**src/rtl/probe_core_pkg.sv**
```systemverilog
package probe_core_pkg;
  localparam int WORD_W = 16;
  localparam int IDX_W  = 4;

  function automatic int nWords(input int width);
    return (width + WORD_W - 1) / WORD_W;
  endfunction

  typedef enum logic [2:0] {
    SEL_NONE, SEL_STROBE, SEL_IN_A, SEL_IN_B, SEL_OUT_A, SEL_OUT_B
  } probe_sel_e;

  typedef struct packed {
    probe_sel_e       sel;
    logic [IDX_W-1:0] wordIdx;
    logic             doWrite;
    logic             doRead;
    logic             capture;
    logic             strobeVal;
  } probe_ctl_t;
endpackage

```
**src/rtl/probe_ctrl.sv**
```systemverilog
module probe_ctrl
  import probe_core_pkg::*;
#(
  parameter int ADDR_W = 16,
  parameter logic [ADDR_W-1:0] BASE_ADDR = 16'h0010,
  parameter int IN_A_W = 1,
  parameter int IN_B_W = 20,
  parameter int OUT_A_W = 1,
  parameter int OUT_B_W = 24
) (
  input  logic              clk,
  input  logic              rstN,
  input  logic [ADDR_W-1:0] busAddr,
  input  logic [WORD_W-1:0] busDataIn,
  input  logic              busRw,
  input  logic              busValid,
  output probe_ctl_t        ctl
);
  localparam int IA_OFF = 1;
  localparam int IB_OFF = IA_OFF + nWords(IN_A_W);
  localparam int OA_OFF = IB_OFF + nWords(IN_B_W);
  localparam int OB_OFF = OA_OFF + nWords(OUT_A_W);
  localparam int LAST_OFF = OB_OFF + nWords(OUT_B_W) - 1;

  logic [ADDR_W-1:0] offset;
  logic inRange;
  logic strobeQ;
  probe_sel_e sel;
  logic [IDX_W-1:0] wordIdx;

  assign offset  = busAddr - BASE_ADDR;
  assign inRange = (busAddr >= BASE_ADDR) && (offset <= ADDR_W'(LAST_OFF));

  always_comb begin
    sel = SEL_NONE;
    wordIdx = '0;
    if (inRange) begin
      if (offset == '0) begin
        sel = SEL_STROBE;
      end else if (offset < ADDR_W'(IB_OFF)) begin
        sel = SEL_IN_A;
        wordIdx = IDX_W'(offset - ADDR_W'(IA_OFF));
      end else if (offset < ADDR_W'(OA_OFF)) begin
        sel = SEL_IN_B;
        wordIdx = IDX_W'(offset - ADDR_W'(IB_OFF));
      end else if (offset < ADDR_W'(OB_OFF)) begin
        sel = SEL_OUT_A;
        wordIdx = IDX_W'(offset - ADDR_W'(OA_OFF));
      end else begin
        sel = SEL_OUT_B;
        wordIdx = IDX_W'(offset - ADDR_W'(OB_OFF));
      end
    end
  end

  logic strobeWr;
  assign strobeWr = busValid && busRw && (sel == SEL_STROBE);

  always_ff @(posedge clk or negedge rstN) begin
    if (!rstN) strobeQ <= 1'b0;
    else if (strobeWr) strobeQ <= busDataIn[0];
  end

  always_comb begin
    ctl.sel       = sel;
    ctl.wordIdx   = wordIdx;
    ctl.doWrite   = busValid && busRw && inRange;
    ctl.doRead    = busValid && !busRw && inRange;
    ctl.capture   = strobeWr && busDataIn[0] && !strobeQ;
    ctl.strobeVal = strobeQ;
  end
endmodule

```
**src/rtl/probe_dpath.sv**
```systemverilog
module probe_dpath
  import probe_core_pkg::*;
#(
  parameter int ADDR_W = 16,
  parameter int IN_A_W = 1,
  parameter int IN_B_W = 20,
  parameter int OUT_A_W = 1,
  parameter int OUT_B_W = 24,
  parameter logic [OUT_A_W-1:0] OUT_A_INIT = 1'b1,
  parameter logic [OUT_B_W-1:0] OUT_B_INIT = 24'h123456
) (
  input  logic               clk,
  input  logic               rstN,
  input  probe_ctl_t         ctl,
  input  logic [ADDR_W-1:0]  busAddr,
  input  logic [WORD_W-1:0]  busDataIn,
  input  logic               busRw,
  input  logic               busValid,
  output logic [ADDR_W-1:0]  busAddrOut,
  output logic [WORD_W-1:0]  busDataOut,
  output logic               busRwOut,
  output logic               busValidOut,
  input  logic [IN_A_W-1:0]  inA,
  input  logic [IN_B_W-1:0]  inB,
  output logic [OUT_A_W-1:0] outA,
  output logic [OUT_B_W-1:0] outB
);
  localparam int IA_PAD = nWords(IN_A_W) * WORD_W;
  localparam int IB_PAD = nWords(IN_B_W) * WORD_W;
  localparam int OA_PAD = nWords(OUT_A_W) * WORD_W;
  localparam int OB_PAD = nWords(OUT_B_W) * WORD_W;

  logic [IN_A_W-1:0]  inABuf;
  logic [IN_B_W-1:0]  inBBuf;
  logic [OUT_A_W-1:0] outABuf, outANext;
  logic [OUT_B_W-1:0] outBBuf, outBNext;
  logic [IA_PAD-1:0] iaPad;
  logic [IB_PAD-1:0] ibPad;
  logic [OA_PAD-1:0] oaPad, oaIns;
  logic [OB_PAD-1:0] obPad, obIns;
  logic [WORD_W-1:0] rdWord;
  logic [IDX_W+4-1:0] bitPos;

  assign bitPos = {ctl.wordIdx, 4'b0000};
  assign iaPad = IA_PAD'(inABuf);
  assign ibPad = IB_PAD'(inBBuf);
  assign oaPad = OA_PAD'(outABuf);
  assign obPad = OB_PAD'(outBBuf);

  always_comb begin
    oaIns = oaPad;
    oaIns[bitPos +: WORD_W] = busDataIn;
    obIns = obPad;
    obIns[bitPos +: WORD_W] = busDataIn;
    outANext = OUT_A_W'(oaIns);
    outBNext = OUT_B_W'(obIns);
  end

  always_comb begin
    case (ctl.sel)
      SEL_STROBE: rdWord = {{(WORD_W-1){1'b0}}, ctl.strobeVal};
      SEL_IN_A:   rdWord = iaPad[bitPos +: WORD_W];
      SEL_IN_B:   rdWord = ibPad[bitPos +: WORD_W];
      SEL_OUT_A:  rdWord = oaPad[bitPos +: WORD_W];
      SEL_OUT_B:  rdWord = obPad[bitPos +: WORD_W];
      default:    rdWord = '0;
    endcase
  end

  always_ff @(posedge clk or negedge rstN) begin
    if (!rstN) begin
      inABuf  <= '0;
      inBBuf  <= '0;
      outABuf <= OUT_A_INIT;
      outBBuf <= OUT_B_INIT;
      outA    <= OUT_A_INIT;
      outB    <= OUT_B_INIT;
    end else begin
      if (ctl.doWrite && ctl.sel == SEL_OUT_A) outABuf <= outANext;
      if (ctl.doWrite && ctl.sel == SEL_OUT_B) outBBuf <= outBNext;
      if (ctl.capture) begin
        inABuf <= inA;
        inBBuf <= inB;
        outA   <= outABuf;
        outB   <= outBBuf;
      end
    end
  end

  always_ff @(posedge clk or negedge rstN) begin
    if (!rstN) begin
      busAddrOut  <= '0;
      busDataOut  <= '0;
      busRwOut    <= 1'b0;
      busValidOut <= 1'b0;
    end else begin
      busAddrOut  <= busAddr;
      busRwOut    <= busRw;
      busValidOut <= busValid;
      busDataOut  <= ctl.doRead ? rdWord : busDataIn;
    end
  end
endmodule

```
**src/rtl/probe_core.sv**
```systemverilog
module probe_core
  import probe_core_pkg::*;
#(
  parameter int ADDR_W = 16,
  parameter logic [ADDR_W-1:0] BASE_ADDR = 16'h0010,
  parameter int IN_A_W = 1,
  parameter int IN_B_W = 20,
  parameter int OUT_A_W = 1,
  parameter int OUT_B_W = 24,
  parameter logic [OUT_A_W-1:0] OUT_A_INIT = 1'b1,
  parameter logic [OUT_B_W-1:0] OUT_B_INIT = 24'h123456
) (
  input  logic               clk,
  input  logic               rstN,
  input  logic [ADDR_W-1:0]  busAddr,
  input  logic [15:0]        busDataIn,
  input  logic               busRw,
  input  logic               busValid,
  output logic [ADDR_W-1:0]  busAddrOut,
  output logic [15:0]        busDataOut,
  output logic               busRwOut,
  output logic               busValidOut,
  input  logic [IN_A_W-1:0]  inA,
  input  logic [IN_B_W-1:0]  inB,
  output logic [OUT_A_W-1:0] outA,
  output logic [OUT_B_W-1:0] outB
);
  probe_ctl_t ctl;

  probe_ctrl #(
    .ADDR_W(ADDR_W), .BASE_ADDR(BASE_ADDR),
    .IN_A_W(IN_A_W), .IN_B_W(IN_B_W), .OUT_A_W(OUT_A_W), .OUT_B_W(OUT_B_W)
  ) u_ctrl (
    .clk(clk), .rstN(rstN), .busAddr(busAddr), .busDataIn(busDataIn),
    .busRw(busRw), .busValid(busValid), .ctl(ctl)
  );

  probe_dpath #(
    .ADDR_W(ADDR_W), .IN_A_W(IN_A_W), .IN_B_W(IN_B_W),
    .OUT_A_W(OUT_A_W), .OUT_B_W(OUT_B_W),
    .OUT_A_INIT(OUT_A_INIT), .OUT_B_INIT(OUT_B_INIT)
  ) u_dpath (
    .clk(clk), .rstN(rstN), .ctl(ctl),
    .busAddr(busAddr), .busDataIn(busDataIn), .busRw(busRw), .busValid(busValid),
    .busAddrOut(busAddrOut), .busDataOut(busDataOut),
    .busRwOut(busRwOut), .busValidOut(busValidOut),
    .inA(inA), .inB(inB), .outA(outA), .outB(outB)
  );
endmodule

```
**config.mk**
```make
export PLATFORM = sky130hd
export DESIGN_NAME = probe_core
export DESIGN_NICKNAME = d
export VERILOG_FILES = /design/src/rtl/probe_core_pkg.sv /design/src/rtl/probe_ctrl.sv /design/src/rtl/probe_dpath.sv /design/src/rtl/probe_core.sv
export SDC_FILE = /design/constraint.sdc
export NUM_CORES = 1
export LEC_CHECK = 0
export ABC_AREA = 1
export BUFFER_PORTS_ARGS = -buffer_cell sky130_fd_sc_hd__buf_4
export CORE_MARGIN = 2
export CORE_UTILIZATION = 50
export CTS_CLUSTER_SIZE = 20
export DETAILED_ROUTE_END_ITERATION = 10
export GPL_TIMING_DRIVEN = 1
export PLACE_DENSITY_LB_ADDON = 0.12
export SYNTH_ARGS = -nofsm -noshare
export SYNTH_HDL_FRONTEND = slang
export SYNTH_SLANG_ARGS = --single-unit
```
**constraint.sdc**
```tcl
create_clock -name clk -period 1.1 [get_ports clk]
set_input_delay 0.22 -clock clk [delete_from_list [all_inputs] [get_ports clk]]
set_output_delay 0.22 -clock clk [all_outputs]
set_load 0.03 [all_outputs]
```
### Yosys cells after proc, flatten, opt, wreduce, memory -nomap -nowiden

Index checks and enable logic that the tools add are counted.

* bits in registers: 106
* bits of input ports: 57
* word-level logic and storage cells: 62

* $add $sub $neg: 6
* $lt $le $gt $ge: 5
* eq/ne operators: 5
* shifts and indexed selects: 8
* mux-type cells: 14
* reduce and logical (&&, ||, !) cells: 13

Operators by type and width (count)
* $pmux W16 S5: 1
* $shiftx A32 B9 Y16: 2
* $bwmux W32: 1
* $lt A16 B3 Y1 const B: 2
* $shift A16 B10 Y32 const A: 1
* $shiftx A16 B10 Y32: 1
* $shiftx A16 B9 Y16: 2
* $mux W4: 5
* $bwmux W16: 1
* $ge A16 B5 Y1 const B: 1
* $le A16 B3 Y1 const B: 1
* $logic_not A16 Y1: 1
* $lt A16 B2 Y1 const B: 1
* $mux W16: 1
* $shift A16 B10 Y16 const A: 1
* $shiftx A16 B10 Y16: 1
* $sub A16 B5 Y16 const B: 1
* $mux W3: 4
* $logic_and A1 B1 Y1: 10
* $neg A8 Y10: 1
* $sub A4 B3 Y4 const B: 2
* $eq A3 B2 Y1 const B: 2
* $eq A3 B3 Y1 const B: 2
* $sub A4 B1 Y4 const B: 1
* other kinds (4): 5

### Longest topological paths before layout

* depth in word-level cells: 11
* depth in mapped cells: 23
* gate-level depth less buffers: 23

### By module

A second synthesis with hierarchy kept.

* cells, all modules: 569
* area total of the unflattened synthesis: 5248.8 um2

By module, submodules not included
* probe_dpath: instances 1, cells each 436, area each 4478.0 um2, sequential area each 2652.5 um2
* probe_ctrl: instances 1, cells each 133, area each 770.7 um2, sequential area each 25.0 um2

### Least setup slack after synthesis

OpenSTA, ideal clock, no wires.

* kind: input to register
* from: in busAddr[4]
* to: reg u_dpath.outBBuf[5]
* library setup time: 118 ps
* arrival: 2944 ps
* path slack: -1962 ps
* cell stages on the path: 21
* buffers on the path: 1
* cells stage by stage: inv_2 -> ha_1 -> inv_1 -> nor2_2 -> nand2_1 -> o21ai_2 -> nand2_1 -> nor2_4 -> nand3_2 -> a21oi_4 -> nand2_1 -> nand2_1 -> nand3_2 -> ha_1 -> inv_1 -> nand3_2 -> nor3_4 -> nand2_4 -> buf_6 -> nand2_2 -> o21ai_2

* cells in the longest elaborated chain, start to end: 10
* elaborated cells between the ends (all ways): 25

RTL lines
* start, declared: line probe_core.sv:15 `input logic [ADDR_W-1:0] busAddr,`
* $sub A16 B5 Y16: line probe_ctrl.sv:31 `assign offset = busAddr - BASE_ADDR;`
* $lt A16 B3 Y1: line probe_ctrl.sv:46 `end else if (offset < ADDR_W'(OB_OFF)) begin`
* $mux W4: line probe_ctrl.sv:46
* $mux W4: line probe_ctrl.sv:43 `end else if (offset < ADDR_W'(OA_OFF)) begin`
* $mux W4: line probe_ctrl.sv:40 `end else if (offset < ADDR_W'(IB_OFF)) begin`
* $mux W4: line probe_ctrl.sv:38 `if (offset == '0) begin`
* $mux W4: line probe_ctrl.sv:37 `if (inRange) begin`
* $neg A8 Y10: line probe_dpath.sv:54 `obIns[bitPos +: WORD_W] = busDataIn;`
* $shiftx A16 B10 Y32 or $shift A16 B10 Y32 (tied branches): line probe_dpath.sv:54
* $bwmux W32: line probe_dpath.sv:54
* end signal, assigned: line probe_dpath.sv:80 `if (ctl.doWrite && ctl.sel == SEL_OUT_B) outBBuf <= outBNext;`
* end, declared: line probe_dpath.sv:36 `logic [OUT_B_W-1:0] outBBuf, outBNext;`

Several ways; a longest one is shown, not always the timed one.
A chain may end at the register's enable or synchronous reset.

### Worst setup path after layout

* from: in busAddr[5]
* to: reg u_dpath.outBBuf[19]

Same word-level chain as after synthesis.

==> PnR_summary.wiki <==
{| class="wikitable"
! Metric !! Value
|-
| Post-synth top area cell || dfrtp_1
|-
| Dominant cell by count in the synthesized netlist || nand2_1
|-
| Starting density of the core || between 50 and 60%
|-
| Worst-case clock skew || 0.01265 ns
|-
| TritonCTS clock tree || yes
|-
| Antenna Diode Count || 0
|-
| I/O pin cnt || 116
|-
| DRC violations left || 0
|-
| Syn Nets || 738
|-
| Pwr dens || 904.1 nW/um2
|-
| Synthesized area per cell || 8.498 um2
|-
| Worst setup slack for register-to-register paths || -0.34 ns
|-
| Achievable clock frequency || 379.8 MHz
|-
| Critical register-to-register path startpoint || u_ctrl.strobeQ
|-
| Post-detailed-route via-to-cell ratio || 5.853
|-
| Total gr overflow || 0
|-
| GR peak layer || met2
|-
| Routed wire per std cell || ~21 um
|-
| Number of fill cells || ~460
|-
| CTS Buf Count || 9
|-
| Unrepaired setup endpoints after global routing || yes
|-
| Startpoint of the lowest-slack hold path || busAddr[2]
|-
| Global-route wire length before repair || around 32,000 um
|-
| RR Endpoint || u_dpath.outB[7]
|-
| Final hold violation count || 0
|-
| FF+latch count, synth || 106
|-
| Most frequently used flop master after synthesis || dfrtp_1
|-
| Data arrival time of the critical path || 2.93 ns
|-
| Clock tree buffer depth || 2
|-
| Leading post-synthesis cells by cell area || dfrtp_1, nand2_1, dfstp_2, inv_1, mux2_1
|-
| Share of synthesized registers carrying an async set or reset || 100.0%
|-
| Critical path startpoint category || input pin
|-
| Peak VDD IR || 1.598 mV
|-
| Worst path required time || roughly 1.4 ns
|-
| Max_slew headroom || roughly 80%
|-
| Hold path endpoint || u_dpath.busAddrOut[2]
|-
| Aggregate global-route resource usage || 32.87%
|-
| Post-Synthesis Cell Area || 5677 um2
|-
| Standby leakage power || 4.672 nW
|-
| Global placer's final weighted congestion || 0.8870
|-
| Count of warnings emitted by yosys || 0
|-
| Number of buffers added on ports || approximately 120
|-
| Iteration-0 DRC Markers || 681
|-
| Clock slew at reported path FFs || roughly 0.07 ns
|-
| Site Rows || 38
|-
| Number of cells on the worst hold path || 1
|-
| Critical-path maximum fanout || 8
|-
| Total Neg Setup Slack || -123.43 ns
|-
| Deepest level of the CTS H-tree || 3
|-
| Die ar. || approximately 12,000 um2
|-
| Core Region || 10,940 um2
|-
| GRT met3 Usage || under 10%
|-
| Pre-Repair DR Iteration Count || 7
|-
| Status || finished with violations
|-
| Final Max Tran Viols || 0
|-
| Horiz. Die Dim || 110.6 um
|-
| Total area of multi-input combinational cells || 3408 um2
|-
| Number of flops mapped to enable cells by yosys || 0
|-
| Share of post-route cells with drive strength above 1 || 55.59%
|-
| Crit share post-route || 239.4%
|-
| Met1 usage || 38.12%
|-
| Violated checks || setup timing
|-
| Number of global-route vias before repair || 6,382
|-
| Yosys top cell area share || 37.91%
|-
| Sequential share of the synthesized area || 47.17%
|-
| Hold slack final || 0.008988 ns
|-
| DRT Wirelength || around 23,000 um
|-
| Start-to-end type of the worst setup path || in -> reg
|-
| Area growth from synthesis to layout || 72.27%
|-
| Sinks on Clock Net || between 100 and 150
|-
| # nets final || 1,031
|-
| Max-cap viol count || 0
|-
| Worst-case setup margin in the final layout || -1.533 ns
|-
| Pin count of the biggest net entering global routing || 37
|-
| Post-synth top cells || nand2_1, dfrtp_1, inv_1
|-
| Number of setup violations in the final report || about 130
|-
| Overall via count from detail_route || 6,473
|-
| Count of mapped cells out of synthesis || 668
|-
| Depth of the worst register-to-register path || 7
|-
| Synth unique cells || 44
|-
| Final critical delay including setup and external delays || roughly 2.6 ns
|-
| Initial antenna violation count || 0
|-
| Measured slew at the worst slew-check pin || 0.3027 ns
|-
| Tightest Hold Check Type || in -> reg
|-
| HPWL reported at the end of detailed placement || 12,040 um
|-
| Vertical die dimension || 110.6 um
|-
| CTS root buffer || clkbuf_16
|-
| Global routing usage on met2 || 57.38%
|-
| Critical Path Sink Type || register
|-
| Flip-flop and latch area || 2678 um2
|-
| Clock insertion delay at the later pin of the skew report || 0.37 ns
|-
| Antenna Violating Nets Remaining || 0
|}
[per-layer routing]
| layer | up-vias | wire length, um |
|---|---|---|
| met2 | 487 | 11620 |
| met1 | 3067 | 8231 |
| met3 | 150 | 2131 |
| li1 | 2769 | - |
| met4 | 0 | 1483 |
| met5 | - | 0 |
[how the worst max path moves through the flow]
stage / startpoint / end / slack [ns] / cells after the start
4_1_cts: busAddr[5] / u_dpath.outBBuf[15] / -1.42 / 23
6_report: busAddr[5] / u_dpath.outBBuf[19] / -1.53 / 24
5_1_grt: busAddr[7] / u_dpath.outBBuf[19] / -1.68 / 22
3_3_place_gp: busAddr[5] / u_dpath.outBBuf[18] / -1.76 / 23
3_5_place_dp: busAddr[5] / u_dpath.outBBuf[3] / -1.89 / 22
2_1_floorplan: busAddr[5] / u_dpath.outBBuf[5] / -1.63 / 23
[power breakdown]
| part | switching, W | leakage (nW) | internal (W) |
|---|---|---|---|
| clock | 0.00158 | 0.155 | 0.00202 |
| sequential | 0.0000384 | 1.29 | 0.00396 |
| combinational | 0.000665 | 3.22 | 0.000579 |
[through the flow]
| step | setup WS (ns) | utilization, % | cells | power (W) | cell area, um2 |
|---|---|---|---|---|---|
| after floorplan | -1.633 | - | 668 | 0.004453 | 5893 |
| after CTS | -1.419 | 85.08 | 1093 | 0.008692 | 9304 |
| after global placement | -1.765 | 70.43 | 1020 | 0.005076 | 7702 |
| after detailed placement | -1.890 | 70.43 | 1020 | 0.005094 | 7702 |
| after global routing | -1.677 | 89.43 | 1106 | 0.009094 | 9779 |
| final | -1.533 | 89.43 | 1106 | 0.008842 | 9779 |
[cell families (layout without fill, tap and decap cells)]
group	after synthesis	in the layout	synth area share, %
multiplexers	22	22	4.364
flip-flops	106	106	47.17
buffers and inverters	106	401	7.538
AND/OR/NAND/NOR	327	330	27.73
AO/OA/AOI/OAI	90	90	9.721
XOR/XNOR	4	4	0.6173
adder cells (fa/ha/maj)	13	13	2.865
[placed cells by master (no fill, tap or decap), drive strengths merged, types with 5 or more instances in the layout]
| cell | synthesis | routed |
|---|---|---|
| buf | 6 | 285 |
| nand2 | 181 | 183 |
| inv | 90 | 93 |
| dfrtp | 86 | 86 |
| nor2 | 61 | 61 |
| o21ai | 58 | 58 |
| nand3 | 56 | 56 |
| mux2 | 22 | 22 |
| dfstp | 20 | 20 |
| nand4 | 17 | 18 |
| ha | 13 | 13 |
| clkbuf | 8 | 11 |
| o22ai | 10 | 10 |
| o21bai | 8 | 8 |
| dlygate4sd3 | 0 | 8 |
| nor3 | 7 | 7 |
| o211ai | 5 | 5 |
| a21oi | 5 | 5 |
[area by class of cell]
type                    instances  share of cell area (%)
clock buffers                  11                   2.380
clock inverters                 5                  0.8828
inverters                      92                   4.005
multi-input cells             459                   34.85
flip-flops and latches        106                   27.38
well taps                     140                   1.791
repair buffers                293                   28.71
[flip-flops by register name (all words and copies together), names as in the netlist]
name                 cells
u_dpath.outBBuf         24
u_dpath.outB            24
u_dpath.inBBuf          20
u_dpath.busAddrOut      16
u_dpath.busDataOut      16
u_ctrl.strobeQ           1
u_dpath.busRwOut         1
u_dpath.busValidOut      1
u_dpath.inABuf           1
u_dpath.outA             1
u_dpath.outABuf          1
[timing repair]
| action | 4_1_cts | 5_1_grt |
|---|---|---|
| endpoints found under the hold margin | 93 | 1 |
| gates resized for setup | 242 | 105 |
| cloned | 5 | 0 |
| endpoints found under the setup margin | 145 | 146 |
| hold buffers | 7 | 1 |
| pin swaps | 46 | 55 |
| buffers inserted | 52 | 20 |
[worst max-delay path, stage by stage]
cell and delay (ns):
buf_12 0.12, inv_16 0.05, buf_4 0.11, nand2_2 0.06
nor2_4 0.11, nor2_1 0.06, nor2_2 0.14, nand2_2 0.07
inv_2 0.08, nand2_4 0.07, nor2_4 0.19, buf_4 0.15
nand3_2 0.08, nand2_2 0.08, nand2_1 0.06, nand2_2 0.08
nand2_2 0.08, ha_4 0.29, nand2_2 0.07, nor2_4 0.14
nand4_4 0.16, nor2_4 0.24, nand2_1 0.11, nand2_1 0.09
No activity file was read; power rests on OpenSTA's default activity.
